## src/rtl/ipc_mailbox_pkg.sv

```systemverilog
package ipc_mailbox_pkg;

    localparam int unsigned ADDR_W = 9;

    localparam logic [ADDR_W-1:0] OFS_REV  = 9'h000;
    localparam logic [ADDR_W-1:0] OFS_CFG  = 9'h010;
    localparam logic [ADDR_W-1:0] OFS_STAT = 9'h014;
    localparam logic [ADDR_W-1:0] BASE_MSG = 9'h040;
    localparam logic [ADDR_W-1:0] BASE_FST = 9'h080;
    localparam logic [ADDR_W-1:0] BASE_MST = 9'h0C0;
    localparam logic [ADDR_W-1:0] BASE_IRQ = 9'h100;

    localparam int unsigned CFG_AUTOIDLE_BIT = 0;
    localparam int unsigned CFG_SRST_BIT     = 1;
    localparam int unsigned CFG_MODE_LSB     = 3;

    typedef enum logic [1:0] {
        SR_READY  = 2'd0,
        SR_FLUSH  = 2'd1,
        SR_SETTLE = 2'd2
    } sr_state_e;

endpackage

```

## src/rtl/mbx_queue.sv

```systemverilog
module mbx_queue #(
    parameter int unsigned DATA_W = 32,
    parameter int unsigned DEPTH  = 4,
    localparam int unsigned PTR_W = (DEPTH > 1) ? $clog2(DEPTH) : 1,
    localparam int unsigned CNT_W = $clog2(DEPTH + 1)
) (
    input  logic              clk,
    input  logic              rst_n,
    input  logic              clear_i,
    input  logic              push_i,
    input  logic              pop_i,
    input  logic [DATA_W-1:0] wdata_i,
    output logic [DATA_W-1:0] head_o,
    output logic [CNT_W-1:0]  count_o,
    output logic              full_o,
    output logic              pushed_o,
    output logic              freed_o
);

    logic [DATA_W-1:0] mem [DEPTH];
    logic [PTR_W-1:0]  wr_ptr;
    logic [PTR_W-1:0]  rd_ptr;
    logic [CNT_W-1:0]  count;
    logic              push_acc;
    logic              pop_acc;
    logic              is_full;

    assign is_full  = (count == CNT_W'(DEPTH));
    assign push_acc = push_i && !is_full && !clear_i;
    assign pop_acc  = pop_i && (count != '0) && !clear_i;

    always_ff @(posedge clk) begin
        if (push_acc) begin
            mem[wr_ptr] <= wdata_i;
        end
    end

    always_ff @(posedge clk or negedge rst_n) begin
        if (!rst_n) begin
            wr_ptr <= '0;
            rd_ptr <= '0;
            count  <= '0;
        end else if (clear_i) begin
            wr_ptr <= '0;
            rd_ptr <= '0;
            count  <= '0;
        end else begin
            if (push_acc) begin
                wr_ptr <= (wr_ptr == PTR_W'(DEPTH - 1)) ? '0 : wr_ptr + PTR_W'(1);
            end
            if (pop_acc) begin
                rd_ptr <= (rd_ptr == PTR_W'(DEPTH - 1)) ? '0 : rd_ptr + PTR_W'(1);
            end
            unique case ({push_acc, pop_acc})
                2'b10:   count <= count + CNT_W'(1);
                2'b01:   count <= count - CNT_W'(1);
                default: count <= count;
            endcase
        end
    end

    assign head_o   = (count == '0) ? '0 : mem[rd_ptr];
    assign count_o  = count;
    assign full_o   = is_full;
    assign pushed_o = push_acc;
    assign freed_o  = pop_acc && is_full && !push_acc;

    AST_COUNT_BOUND: assert property (@(posedge clk) disable iff (!rst_n)
        count_o <= CNT_W'(DEPTH)) else $error("queue count above depth");

    AST_FULL_DROP: assert property (@(posedge clk) disable iff (!rst_n)
        (full_o && push_i && !pop_i && !clear_i) |=> (full_o && $stable(count_o)))
        else $error("push into full queue changed it");

    AST_EMPTY_POP: assert property (@(posedge clk) disable iff (!rst_n)
        (count_o == '0 && pop_i && !push_i && !clear_i) |=> (count_o == '0))
        else $error("pop of empty queue changed count");

endmodule

```

## src/rtl/mbx_irq_bank.sv

```systemverilog
module mbx_irq_bank #(
    parameter int unsigned EV_W = 8
) (
    input  logic            clk,
    input  logic            rst_n,
    input  logic            clear_i,
    input  logic [EV_W-1:0] ev_i,
    input  logic            st_w1c_i,
    input  logic            en_we_i,
    input  logic [EV_W-1:0] wdata_i,
    output logic [EV_W-1:0] status_o,
    output logic [EV_W-1:0] enable_o,
    output logic            irq_o
);

    logic [EV_W-1:0] status;
    logic [EV_W-1:0] enable;
    logic [EV_W-1:0] clr_mask;

    assign clr_mask = st_w1c_i ? wdata_i : '0;

    always_ff @(posedge clk or negedge rst_n) begin
        if (!rst_n) begin
            status <= '0;
            enable <= '0;
        end else if (clear_i) begin
            status <= '0;
            enable <= '0;
        end else begin
            status <= (status & ~clr_mask) | ev_i;
            if (en_we_i) begin
                enable <= wdata_i;
            end
        end
    end

    assign status_o = status;
    assign enable_o = enable;
    assign irq_o    = |(status & enable);

    AST_EVENT_SETS: assert property (@(posedge clk) disable iff (!rst_n)
        (|ev_i && !clear_i) |=> ((status_o & $past(ev_i)) == $past(ev_i)))
        else $error("event did not set status");

    AST_BANK_CLEAR: assert property (@(posedge clk) disable iff (!rst_n)
        clear_i |=> (status_o == '0 && enable_o == '0 && !irq_o))
        else $error("bank not cleared by soft reset");

    AST_W1C_HOLD: assert property (@(posedge clk) disable iff (!rst_n)
        (st_w1c_i && !clear_i && ev_i == '0) |=> (status_o == ($past(status_o) & ~$past(wdata_i))))
        else $error("write-one-to-clear misbehaved");

endmodule

```

## src/rtl/mbx_srst_fsm.sv

```systemverilog
module mbx_srst_fsm
    import ipc_mailbox_pkg::*;
#(
    parameter int unsigned RST_CYCLES = 4,
    localparam int unsigned CW = (RST_CYCLES > 2) ? $clog2(RST_CYCLES) : 1
) (
    input  logic clk,
    input  logic rst_n,
    input  logic start_i,
    output logic clear_o,
    output logic done_o
);

    sr_state_e     state;
    sr_state_e     state_nx;
    logic [CW-1:0] cnt;
    logic          last;

    assign last = (cnt == CW'(RST_CYCLES - 2));

    always_comb begin
        state_nx = state;
        unique case (state)
            SR_READY:  if (start_i) state_nx = SR_FLUSH;
            SR_FLUSH:  state_nx = (RST_CYCLES > 1) ? SR_SETTLE : SR_READY;
            SR_SETTLE: if (last) state_nx = SR_READY;
            default:   state_nx = SR_READY;
        endcase
    end

    always_ff @(posedge clk or negedge rst_n) begin
        if (!rst_n) begin
            state <= SR_READY;
            cnt   <= '0;
        end else begin
            state <= state_nx;
            if (state == SR_SETTLE && !last) begin
                cnt <= cnt + CW'(1);
            end else begin
                cnt <= '0;
            end
        end
    end

    always_comb begin
        clear_o = 1'b0;
        done_o  = 1'b0;
        unique case (state)
            SR_READY:  done_o  = 1'b1;
            SR_FLUSH:  clear_o = 1'b1;
            SR_SETTLE: clear_o = 1'b1;
            default:   clear_o = 1'b1;
        endcase
    end

    AST_SR_DROP: assert property (@(posedge clk) disable iff (!rst_n)
        (start_i && done_o) |=> !done_o) else $error("reset-done stayed high");

    AST_SR_CLEARS: assert property (@(posedge clk) disable iff (!rst_n)
        $fell(done_o) |-> clear_o) else $error("reset started without clearing");

endmodule

```

## src/rtl/ipc_mailbox.sv

```systemverilog
module ipc_mailbox
    import ipc_mailbox_pkg::*;
#(
    parameter int unsigned NUM_Q      = 4,
    parameter int unsigned Q_DEPTH    = 4,
    parameter int unsigned NUM_U      = 4,
    parameter int unsigned RST_CYCLES = 4,
    parameter logic [3:0]  REV_MAJOR  = 4'd2,
    parameter logic [3:0]  REV_MINOR  = 4'd1,
    localparam int unsigned DATA_W    = 32,
    localparam int unsigned EV_W      = 2 * NUM_Q,
    localparam int unsigned CNT_W     = $clog2(Q_DEPTH + 1)
) (
    input  logic              clk,
    input  logic              rst_n,
    input  logic              bus_sel_i,
    input  logic              bus_wr_i,
    input  logic [8:0]        bus_addr_i,
    input  logic [31:0]       bus_wdata_i,
    output logic [31:0]       bus_rdata_o,
    output logic [NUM_U-1:0]  irq_o,
    output logic              idle_auto_o,
    output logic [1:0]        idle_mode_o
);

    logic              wr_cyc;
    logic              rd_cyc;
    logic              srst_clear;
    logic              srst_done;
    logic              srst_start;
    logic              cfg_auto;
    logic [1:0]        cfg_mode;

    logic [NUM_Q-1:0]  push;
    logic [NUM_Q-1:0]  pop;
    logic [NUM_Q-1:0]  q_full;
    logic [NUM_Q-1:0]  q_pushed;
    logic [NUM_Q-1:0]  q_freed;
    logic [DATA_W-1:0] q_head  [NUM_Q];
    logic [CNT_W-1:0]  q_count [NUM_Q];
    logic [EV_W-1:0]   events;

    logic [EV_W-1:0]   u_status [NUM_U];
    logic [EV_W-1:0]   u_enable [NUM_U];
    logic [NUM_U-1:0]  st_w1c;
    logic [NUM_U-1:0]  en_we;

    assign wr_cyc = bus_sel_i && bus_wr_i;
    assign rd_cyc = bus_sel_i && !bus_wr_i;

    // Configuration register and soft-reset request
    assign srst_start = wr_cyc && (bus_addr_i == OFS_CFG) && bus_wdata_i[CFG_SRST_BIT];

    always_ff @(posedge clk or negedge rst_n) begin
        if (!rst_n) begin
            cfg_auto <= 1'b0;
            cfg_mode <= 2'b00;
        end else if (srst_clear) begin
            cfg_auto <= 1'b0;
            cfg_mode <= 2'b00;
        end else if (wr_cyc && bus_addr_i == OFS_CFG && !bus_wdata_i[CFG_SRST_BIT]) begin
            cfg_auto <= bus_wdata_i[CFG_AUTOIDLE_BIT];
            cfg_mode <= bus_wdata_i[CFG_MODE_LSB +: 2];
        end
    end

    assign idle_auto_o = cfg_auto;
    assign idle_mode_o = cfg_mode;

    mbx_srst_fsm #(
        .RST_CYCLES (RST_CYCLES)
    ) u_srst (
        .clk     (clk),
        .rst_n   (rst_n),
        .start_i (srst_start),
        .clear_o (srst_clear),
        .done_o  (srst_done)
    );

    // Message queues
    for (genvar m = 0; m < NUM_Q; m++) begin : g_queue
        localparam logic [ADDR_W-1:0] MSG_A = BASE_MSG + ADDR_W'(4 * m);

        assign push[m] = wr_cyc && (bus_addr_i == MSG_A);
        assign pop[m]  = rd_cyc && (bus_addr_i == MSG_A);

        mbx_queue #(
            .DATA_W (DATA_W),
            .DEPTH  (Q_DEPTH)
        ) u_queue (
            .clk      (clk),
            .rst_n    (rst_n),
            .clear_i  (srst_clear),
            .push_i   (push[m]),
            .pop_i    (pop[m]),
            .wdata_i  (bus_wdata_i),
            .head_o   (q_head[m]),
            .count_o  (q_count[m]),
            .full_o   (q_full[m]),
            .pushed_o (q_pushed[m]),
            .freed_o  (q_freed[m])
        );

        assign events[2*m]   = q_pushed[m];
        assign events[2*m+1] = q_freed[m];
    end

    // Per-user interrupt banks
    for (genvar u = 0; u < NUM_U; u++) begin : g_user
        localparam logic [ADDR_W-1:0] ST_A = BASE_IRQ + ADDR_W'(8 * u);
        localparam logic [ADDR_W-1:0] EN_A = BASE_IRQ + ADDR_W'(8 * u + 4);

        assign st_w1c[u] = wr_cyc && (bus_addr_i == ST_A);
        assign en_we[u]  = wr_cyc && (bus_addr_i == EN_A);

        mbx_irq_bank #(
            .EV_W (EV_W)
        ) u_bank (
            .clk      (clk),
            .rst_n    (rst_n),
            .clear_i  (srst_clear),
            .ev_i     (events),
            .st_w1c_i (st_w1c[u]),
            .en_we_i  (en_we[u]),
            .wdata_i  (bus_wdata_i[EV_W-1:0]),
            .status_o (u_status[u]),
            .enable_o (u_enable[u]),
            .irq_o    (irq_o[u])
        );
    end

    // Read path
    always_comb begin
        bus_rdata_o = '0;
        if (rd_cyc) begin
            if (bus_addr_i == OFS_REV) begin
                bus_rdata_o = {24'd0, REV_MAJOR, REV_MINOR};
            end
            if (bus_addr_i == OFS_CFG) begin
                bus_rdata_o[CFG_AUTOIDLE_BIT]      = cfg_auto;
                bus_rdata_o[CFG_MODE_LSB +: 2]     = cfg_mode;
            end
            if (bus_addr_i == OFS_STAT) begin
                bus_rdata_o[0] = srst_done;
            end
            for (int m = 0; m < NUM_Q; m++) begin
                if (bus_addr_i == BASE_MSG + ADDR_W'(4 * m)) begin
                    bus_rdata_o = q_head[m];
                end
                if (bus_addr_i == BASE_FST + ADDR_W'(4 * m)) begin
                    bus_rdata_o = {31'd0, q_full[m]};
                end
                if (bus_addr_i == BASE_MST + ADDR_W'(4 * m)) begin
                    bus_rdata_o = DATA_W'(q_count[m]);
                end
            end
            for (int u = 0; u < NUM_U; u++) begin
                if (bus_addr_i == BASE_IRQ + ADDR_W'(8 * u)) begin
                    bus_rdata_o = DATA_W'(u_status[u]);
                end
                if (bus_addr_i == BASE_IRQ + ADDR_W'(8 * u + 4)) begin
                    bus_rdata_o = DATA_W'(u_enable[u]);
                end
            end
        end
    end

    AST_IRQ_QUIET_AFTER_SRST: assert property (@(posedge clk) disable iff (!rst_n)
        srst_clear |=> (irq_o == '0)) else $error("interrupt after soft reset");

    AST_SINGLE_QUEUE_EVENT: assert property (@(posedge clk) disable iff (!rst_n)
        $countones(q_pushed | q_freed) <= 1) else $error("events on two queues at once");

endmodule

```

## config.mk

```make
export PLATFORM = sky130hd
export DESIGN_NAME = ipc_mailbox
export DESIGN_NICKNAME = d
export VERILOG_FILES = /design/src/rtl/ipc_mailbox_pkg.sv /design/src/rtl/mbx_queue.sv /design/src/rtl/mbx_irq_bank.sv /design/src/rtl/mbx_srst_fsm.sv /design/src/rtl/ipc_mailbox.sv
export SDC_FILE = /design/constraint.sdc
export NUM_CORES = 1
export LEC_CHECK = 0
export ABC_AREA = 1
export BUFFER_PORTS_ARGS = -buffer_cell sky130_fd_sc_hd__buf_2
export CELL_PAD_IN_SITES_DETAIL_PLACEMENT = 2
export CELL_PAD_IN_SITES_GLOBAL_PLACEMENT = 2
export CORE_ASPECT_RATIO = 1.1
export CORE_UTILIZATION = 45
export CTS_BUF_LIST = sky130_fd_sc_hd__clkbuf_16
export CTS_CLUSTER_SIZE = 30
export DETAILED_ROUTE_END_ITERATION = 8
export GPL_TIMING_DRIVEN = 0
export PLACE_DENSITY_LB_ADDON = 0.1
export SETUP_SLACK_MARGIN = 0.2
export SLEW_MARGIN = 20
export SYNTH_ARGS = -nofsm -noshare
export SYNTH_HDL_FRONTEND = slang
export SYNTH_HIERARCHICAL = 1
export SYNTH_SLANG_ARGS = --single-unit
export TNS_END_PERCENT = 30
```

## constraint.sdc

```tcl
create_clock -name clk -period 8.7 [get_ports clk]
set_clock_uncertainty 0.05 [all_clocks]
set_input_delay 0.87 -clock clk [delete_from_list [all_inputs] [get_ports clk]]
set_output_delay 0.87 -clock clk [all_outputs]
set_load 0.01 [all_outputs]
```

==> out/qor.yml, run 1 <==
worst_setup_path:
  required_ns: 7.78
  path_class: "flop to output pin"
  arrival_ns: 3.84
  crit_fanout: 10
  end_kind: "output pin"
  slowest_delay_ns: 0.49
  start_kind: "flop"
  crit_path_cell_trace: "nor2_4 > nand2_1 > inv_1 > buf_2 > a21oi_1 > nand2_1 > nand2_1 > a31oi_1 > nand3_1 > a31oi_1 > nand4_1 > o21ai_0 > nand2_1 > nand2_1 > nand3_1 > nand2_1 > inv_1 > buf_2"
  worst_path_most_repeated_cell: "nand2_1"
  critPathSlowestCell: "dfrtp_1"
  critPathBufInv: 4
  critical_path.top_delay_family: "simple AND/OR/NAND/NOR gates"
status:
  status: "finished clean"
power:
  pwr-share-seq_pct: 48.9
  pwr_density_cell_nw_per_um2: 208.3
  pwr-share-clk_pct: 44.8
  combPwrFrac_pct: 6.3
  power.leakage_nw: 11.79
  p_switching_mw: 1.632
  swShare_pct: 24.84
  internal-power_mw: 4.938
  ir_drop_v: 0.0001610
timing:
  whs_ns: 0.1117
  setup_violations: 0
  hold_viol_final: 0
  finalCriticalPeriod_ns: 4.758
  setup_ws_ns: 3.942
  drv_slew: 0
  finalCritPeriodShare_pct: 54.69
  fin_tns_setup_ns: 0
  timing.slew.headroom_pct: 34.41
  max_freq_mhz: 210.2
  worstMarginPinSlew_ns: 0.9838
  rsz0062_at_grt: "no"
logic_synthesis:
  yosys-top-cells-count: "nor2_1 (590), edfxtp_1 (512), nand2_1 (390)"
  synth.area.top_cells: "edfxtp_1 (56%), dfrtp_1 (9.0%), nor2_1 (8.1%), nand2_1 (5.3%), a21oi_1 (3.4%)"
  post_synth_num_cell_types: 52
  avgSynthCellArea_sq_um: 10.59
  synth_edf_count: 512
  ys_warn_count: 6
  synthFlopType: "edfxtp_1"
  netlist.area_leader.share_pct: 56.16
  async_flop_share_pct: 16.20
  synthesis.nets: 2655
  yosysSeqAreaShare_pct: 65.21
  netlist_instances: 2586
  syn_area_sq_um: 27380
  yosys.area.top_type: "edfxtp_1"
  yosysMostFrequentCell: "nor2_1"
  ys_seq_elements: 611
floorplan:
  fp.dieW_microns: 237.2
  rows: 94
  boundaryPins: 84
  dieArea_sq_um: 61820
  core_sq_um: 59980
  die_h_microns: 260.7
  initial_utilization_pct: 45.64
final_layout:
  nNetsFinal: 2827
  seq_area_sq_um: 17850
  multiInputGateArea_sq_um: 8285
  design_area_sq_um: 31540
  final.fill_count: 5950
  area_growth_pct: 15.22
  num_antenna_cells: 0
  drive_above_1_share_pct: 14.87
  fin_cells: 3579
clock_tree:
  cts_resized: 0
  cts_hold_buffers: 0
  clkTransAtPathRegs_ns: 0.07
  cts_tree: "done"
  htreeDepth: 3
  root_buffer: "clkbuf_16"
  post_cts_buffers: 0
  cts_buffer_depth: 3
  cts_buffers: 68
  clk_latency_ns: 0.61
  clock-sinks: 611
route:
  drt_wl_total_mm: 113.5
  vias: 22100
  initialDrtViolationCount: 2092
  ant_nets: 0
  drc: 0
  drt_pass1_iterations: 5
  wl_per_cell_microns: 31.72
  viasPerCell: 6.176
grt:
  grt_pass1_vias: 24400
  grt_pass1_wl_mm: 164.4
  grt_antenna_before_repair: 3
  grt_util_all_layers_pct: 36.88
  grt_max_degree: 65
  overflow: 0
placement:
  dpl_cell_area_sq_um: 29340
  portBuffers: 83
  gp_congestion: 0.8442
  dp_slack_ns: 3.705
  place_inst: 3456
  dp_hpwl_mm: 73.68
job:
  drv_cap: 0
hold_path:
  hp-class: "primary input to async pin"
path summary, 6_finish.rpt:
kind	start	slack [ns]	to	cells after the start
worst max register to register	u_srst/state[1]	5.61	g_queue[2].u_queue/mem[2][11]	6
worst min register to register	u_srst/cnt[0]	0.38	u_srst/cnt[0]	1
worst max-delay path	g_queue[1].u_queue/count_o[0]	3.94	bus_rdata_o[2]	18
max in group asynchronous	rst_n	7.79	g_queue[3].u_queue/count_o[0]	2
min in group clk	u_srst/cnt[0]	0.38	u_srst/cnt[0]	1
worst min-delay path	rst_n	0.11	g_user[2].u_bank/status_o[7]	1
flip-flops by register name, indices dropped and copies added (netlist names):
name / flops
g_queue.u_queue/mem: 512
g_user.u_bank/enable_o: 32
g_user.u_bank/status_o: 32
g_queue.u_queue/count_o: 12
g_queue.u_queue/rd_ptr: 8
g_queue.u_queue/wr_ptr: 8
idle_mode_o: 2
u_srst/cnt: 2
u_srst/state: 2
idle_auto_o: 1
power groups by stage:
| stage | Sequential [mW] | Clock [mW] | Combinational (mW) |
|---|---|---|---|
| 6_report | 3.21 | 2.95 | 0.415 |
| 5_1_grt | 3.21 | 3.04 | 0.424 |
| 4_1_cts | 3.21 | 2.97 | 0.404 |
| 3_5_place_dp | 3.27 | 0 | 0.390 |
| 3_3_place_gp | 3.27 | 0 | 0.363 |
| 2_1_floorplan | 3.26 | 0 | 0.171 |
routing by layer:
metal  track usage, %  wire length, microns
met3            5.246                  7322
met5                0                    23
met4            19.12                  5749
met1            44.01                 42980
met2            65.03                 57450
area by class of cell:
cell class / count / share of cell area (%)
flip-flops and latches: 611 / 56.60
clock inverters: 51 / 1.262
repair buffers: 102 / 2.805
well taps: 768 / 3.047
clock buffers: 72 / 5.712
plain buffers: 124 / 2.460
inverters: 153 / 1.845
multi-input cells: 1698 / 26.27
cells in the final DEF (no fill, tap or decap), drive strengths merged, types with 5 or more instances in the layout:
master and count:
a21boi 5, a21oi 188, a221oi 8, a22o 7
a41oi 19, buf 186, bufinv 6, clkbuf 112
clkinv 27, dfrtp 99, edfxtp 512, ha 20
inv 171, nand2 409, nand3 78, nand4 18
nor2 619, nor3 8, o21ai 289, o22ai 5
per-stage QoR:
step           utilization [%]  total power [mW]
2_1_floorplan                -             3.433
3_3_place_gp             47.93             3.631
3_5_place_dp             48.92             3.660
4_1_cts                  52.58             6.580
5_1_grt                  52.58             6.679
6_report                 52.58             6.570
worst register-to-register path, cell delays in order, from the launching register on:
cell	delay, ns
dfrtp_1	0.40
nor2_2	0.19
inv_2	0.29
inv_1	0.33
nand3_1	0.44
nor2_4	0.81
buf_16	0.26
cell families after synthesis:
group / Yosys count / synth area share [%]
buf+inv: 277 / 4.959
xor+xnor: 4 / 0.1280
simple gates: 1137 / 17.55
compound gates: 533 / 10.95
flops: 611 / 65.21
fa+ha+maj: 24 / 1.207
Power figures use the tool's default switching activity.
==> run 2, diff against run 1 <==
--- a/config.mk
+++ b/config.mk
@@ -10,7 +10,7 @@
 export CELL_PAD_IN_SITES_DETAIL_PLACEMENT = 2
 export CELL_PAD_IN_SITES_GLOBAL_PLACEMENT = 2
 export CORE_ASPECT_RATIO = 1.1
-export CORE_UTILIZATION = 45
+export CORE_UTILIZATION = 42
 export CTS_BUF_LIST = sky130_fd_sc_hd__clkbuf_16
 export CTS_CLUSTER_SIZE = 30
 export DETAILED_ROUTE_END_ITERATION = 8
==> constraint.sdc (replaced) <==
create_clock -name clk -period 4.7 [get_ports clk]
set_clock_uncertainty 0.05 [all_clocks]
set_input_delay 0.47 -clock clk [delete_from_list [all_inputs] [get_ports clk]]
set_output_delay 0.47 -clock clk [all_outputs]
set_load 0.01 [all_outputs]
==> run 2 against run 1 <==
Compared with the run above: hold slack improved by 0.082 ns; clock power increased by 73%; highest routed layer unchanged; critical path depth decreased by 2; sequential cell count unchanged; sequential power increased by 85%; critical endpoint is now bus_rdata_o[1]; combinational power increased by 80%; final cell count increased by 2.0%; count of clock-buffer cells in the layout decreased by 3; total power increased by 79%; non-clock buffer count increased by 4; register-to-register slack got worse by 3.9 ns.
==> out/qor.yml, run 2 (same netlist as run 1, synthesis figures left out) <==
route:
  drt_wl_total_mm: 107.4  # -5.4%
  vias: 21310  # -3.6%
  drt_pass1_iterations: 5  # unchanged
  wl_per_cell_microns: 29.42  # -7.3%
  viasPerCell: 5.838  # -5.5%
  ant_nets: 0  # unchanged
  initialDrtViolationCount: 1624  # -22%
  drc: 0  # unchanged
worst_setup_path:
  path_class: "flop to output pin"
  crit_fanout: 10  # unchanged
  start_kind: "flop"
  required_ns: 4.18  # -3.60 ns
  arrival_ns: 3.68  # -0.16 ns
  end_kind: "output pin"
final_layout:
  top_register: "g_queue.u_queue/mem"
  num_antenna_cells: 0  # unchanged
  final.fill_count: 6560  # +10%
  final_common_cell: "nor2_1"
  multiInputGateArea_sq_um: 8285  # unchanged
  area_growth_pct: 15.42
  largest_reg_flops: 512  # unchanged
  seq_area_sq_um: 17850  # unchanged
  post-route-util_pct: 49.31  # -3.3 points
  drive_above_1_share_pct: 14.70  # -0.17 points
  nNetsFinal: 2830  # +0.11%
  fin_cells: 3650  # +2.0%
  layout_common_cells: "nor2_1 (574), edfxtp_1 (512), nand2_1 (390), a21oi_1 (186), o21ai_0 (157)"
timing:
  hold_viol_final: 0  # unchanged
  drv_slew: 0  # unchanged
  finalCriticalPeriod_ns: 4.200
  setup_violations: 0  # unchanged
  whs_ns: 0.1938  # +0.08209 ns
  fin_tns_setup_ns: 0  # unchanged
  finalCritPeriodShare_pct: 89.37
  rsz0062_at_grt: "no"
  max_freq_mhz: 238.1
  worstMarginPinSlew_ns: 0.9023  # -0.08150 ns
  timing.slew.headroom_pct: 39.70  # +5.3 points
placement:
  place_inst: 3532  # +2.2%
  dp_hpwl_mm: 72.98  # -0.96%
  gp_congestion: 0.8426  # -0.19%
  portBuffers: 83  # unchanged
floorplan:
  core_sq_um: 64080  # +6.8%
  dieArea_sq_um: 66200  # +7.1%
  boundaryPins: 84  # unchanged
  rows: 97  # +3.2%
  fp.dieW_microns: 245.4  # +3.5%
  initial_utilization_pct: 42.72  # -2.9 points
  die_h_microns: 269.8  # +3.5%
grt:
  grt_pass1_vias: 23870  # -2.2%
  grt_pass1_wl_mm: 158.1  # -3.8%
  overflow: 0  # unchanged
  grt_max_degree: 71  # +9.2%
  grt_util_all_layers_pct: 32.70  # -4.2 points
  grt_antenna_before_repair: 3  # unchanged
power:
  pwr_density_cell_nw_per_um2: 372.9  # +79%
  power.leakage_nw: 11.74  # -0.36%
  ir_drop_v: 0.0002630  # +63%
  p_total_mw: 11.78  # +79%
clock_tree:
  clk_latency_ns: 0.61  # about the same
  clkTransAtPathRegs_ns: 0.06  # about the same
  root_buffer: "clkbuf_16"
  cts_buffers: 67  # -1.5%
  clock-sinks: 611  # unchanged
  cts_resized: 0  # unchanged
  htreeDepth: 3  # unchanged
  cts_hold_buffers: 1  # +1
  post_cts_buffers: 0  # unchanged
  cts_buffer_depth: 3  # unchanged
  cts_tree: "done"
job:
  drv_cap: 0  # unchanged
status:
  status: "finished clean"
hold_path:
  hp-class: "primary input to flop"
-- run 2: layout make-up --
type / instances / share of cell area, %
clock inverter: 48 / 1.037
inverter: 153 / 1.841
timing repair buffer: 106 / 3.148
buffer: 124 / 2.455
sequential: 611 / 56.50
clock buffer: 69 / 5.465
tap: 841 / 3.330
multi-input combinational: 1698 / 26.22
-- run 2: per-layer routing --
metal,vias up,wire [microns],GRT usage [%]
met5,-,13,0
met4,2,3152,10.64
met3,178,5831,4.479
met2,664,56230,59.04
met1,11250,42140,39.89
li1,9218,-,-
-- run 2: path summary, 6_finish.rpt --
check | from | to | slack [ns] | cells past startpoint
setup / recovery | g_queue[0].u_queue/count_o[1] | bus_rdata_o[1] | 0.50 | 16
hold / removal | bus_wdata_i[13] | g_queue[0].u_queue/mem[1][13] | 0.19 | 1
setup reg to reg | u_srst/state[1] | g_queue[1].u_queue/mem[1][9] | 1.67 | 6
hold reg to reg | u_srst/cnt[0] | u_srst/cnt[0] | 0.40 | 1
max in group asynchronous | rst_n | g_queue[0].u_queue/rd_ptr[1] | 3.64 | 3
min in group asynchronous | rst_n | g_user[2].u_bank/status_o[4] | 0.26 | 2
-- run 2: per-stage QoR --
step | instance area (sq um) | setup slack (ns)
finish | 31600 | 0.4997
detailed placement | 29530 | -0.02499
global placement | 28840 | -1.864
global route | 31600 | 0.3467
floorplan | 27380 | 0.8323
CTS | 31600 | 0.4627
-- run 2: worst max-delay path: stages, from the launching register on --
cell and delay, ns:
dfrtp_1 0.46, nor2_2 0.20, nand2_1 0.13, inv_1 0.27
buf_2 0.35, a21oi_1 0.12, nand4_1 0.14, nand2_1 0.06
a21oi_1 0.17, nand4_1 0.10, a21oi_1 0.19, nand3_1 0.13
a21oi_1 0.21, nand4_1 0.12, o21ai_1 0.15, a21oi_1 0.12
buf_2 0.16
-- run 2: report_power, final --
part           internal, mW  switching [mW]  leakage, nW  total (mW)
logic                 0.142           0.606         4.71       0.747
registers              5.90          0.0418         5.98        5.94
clock network          2.83            2.27         1.06        5.10
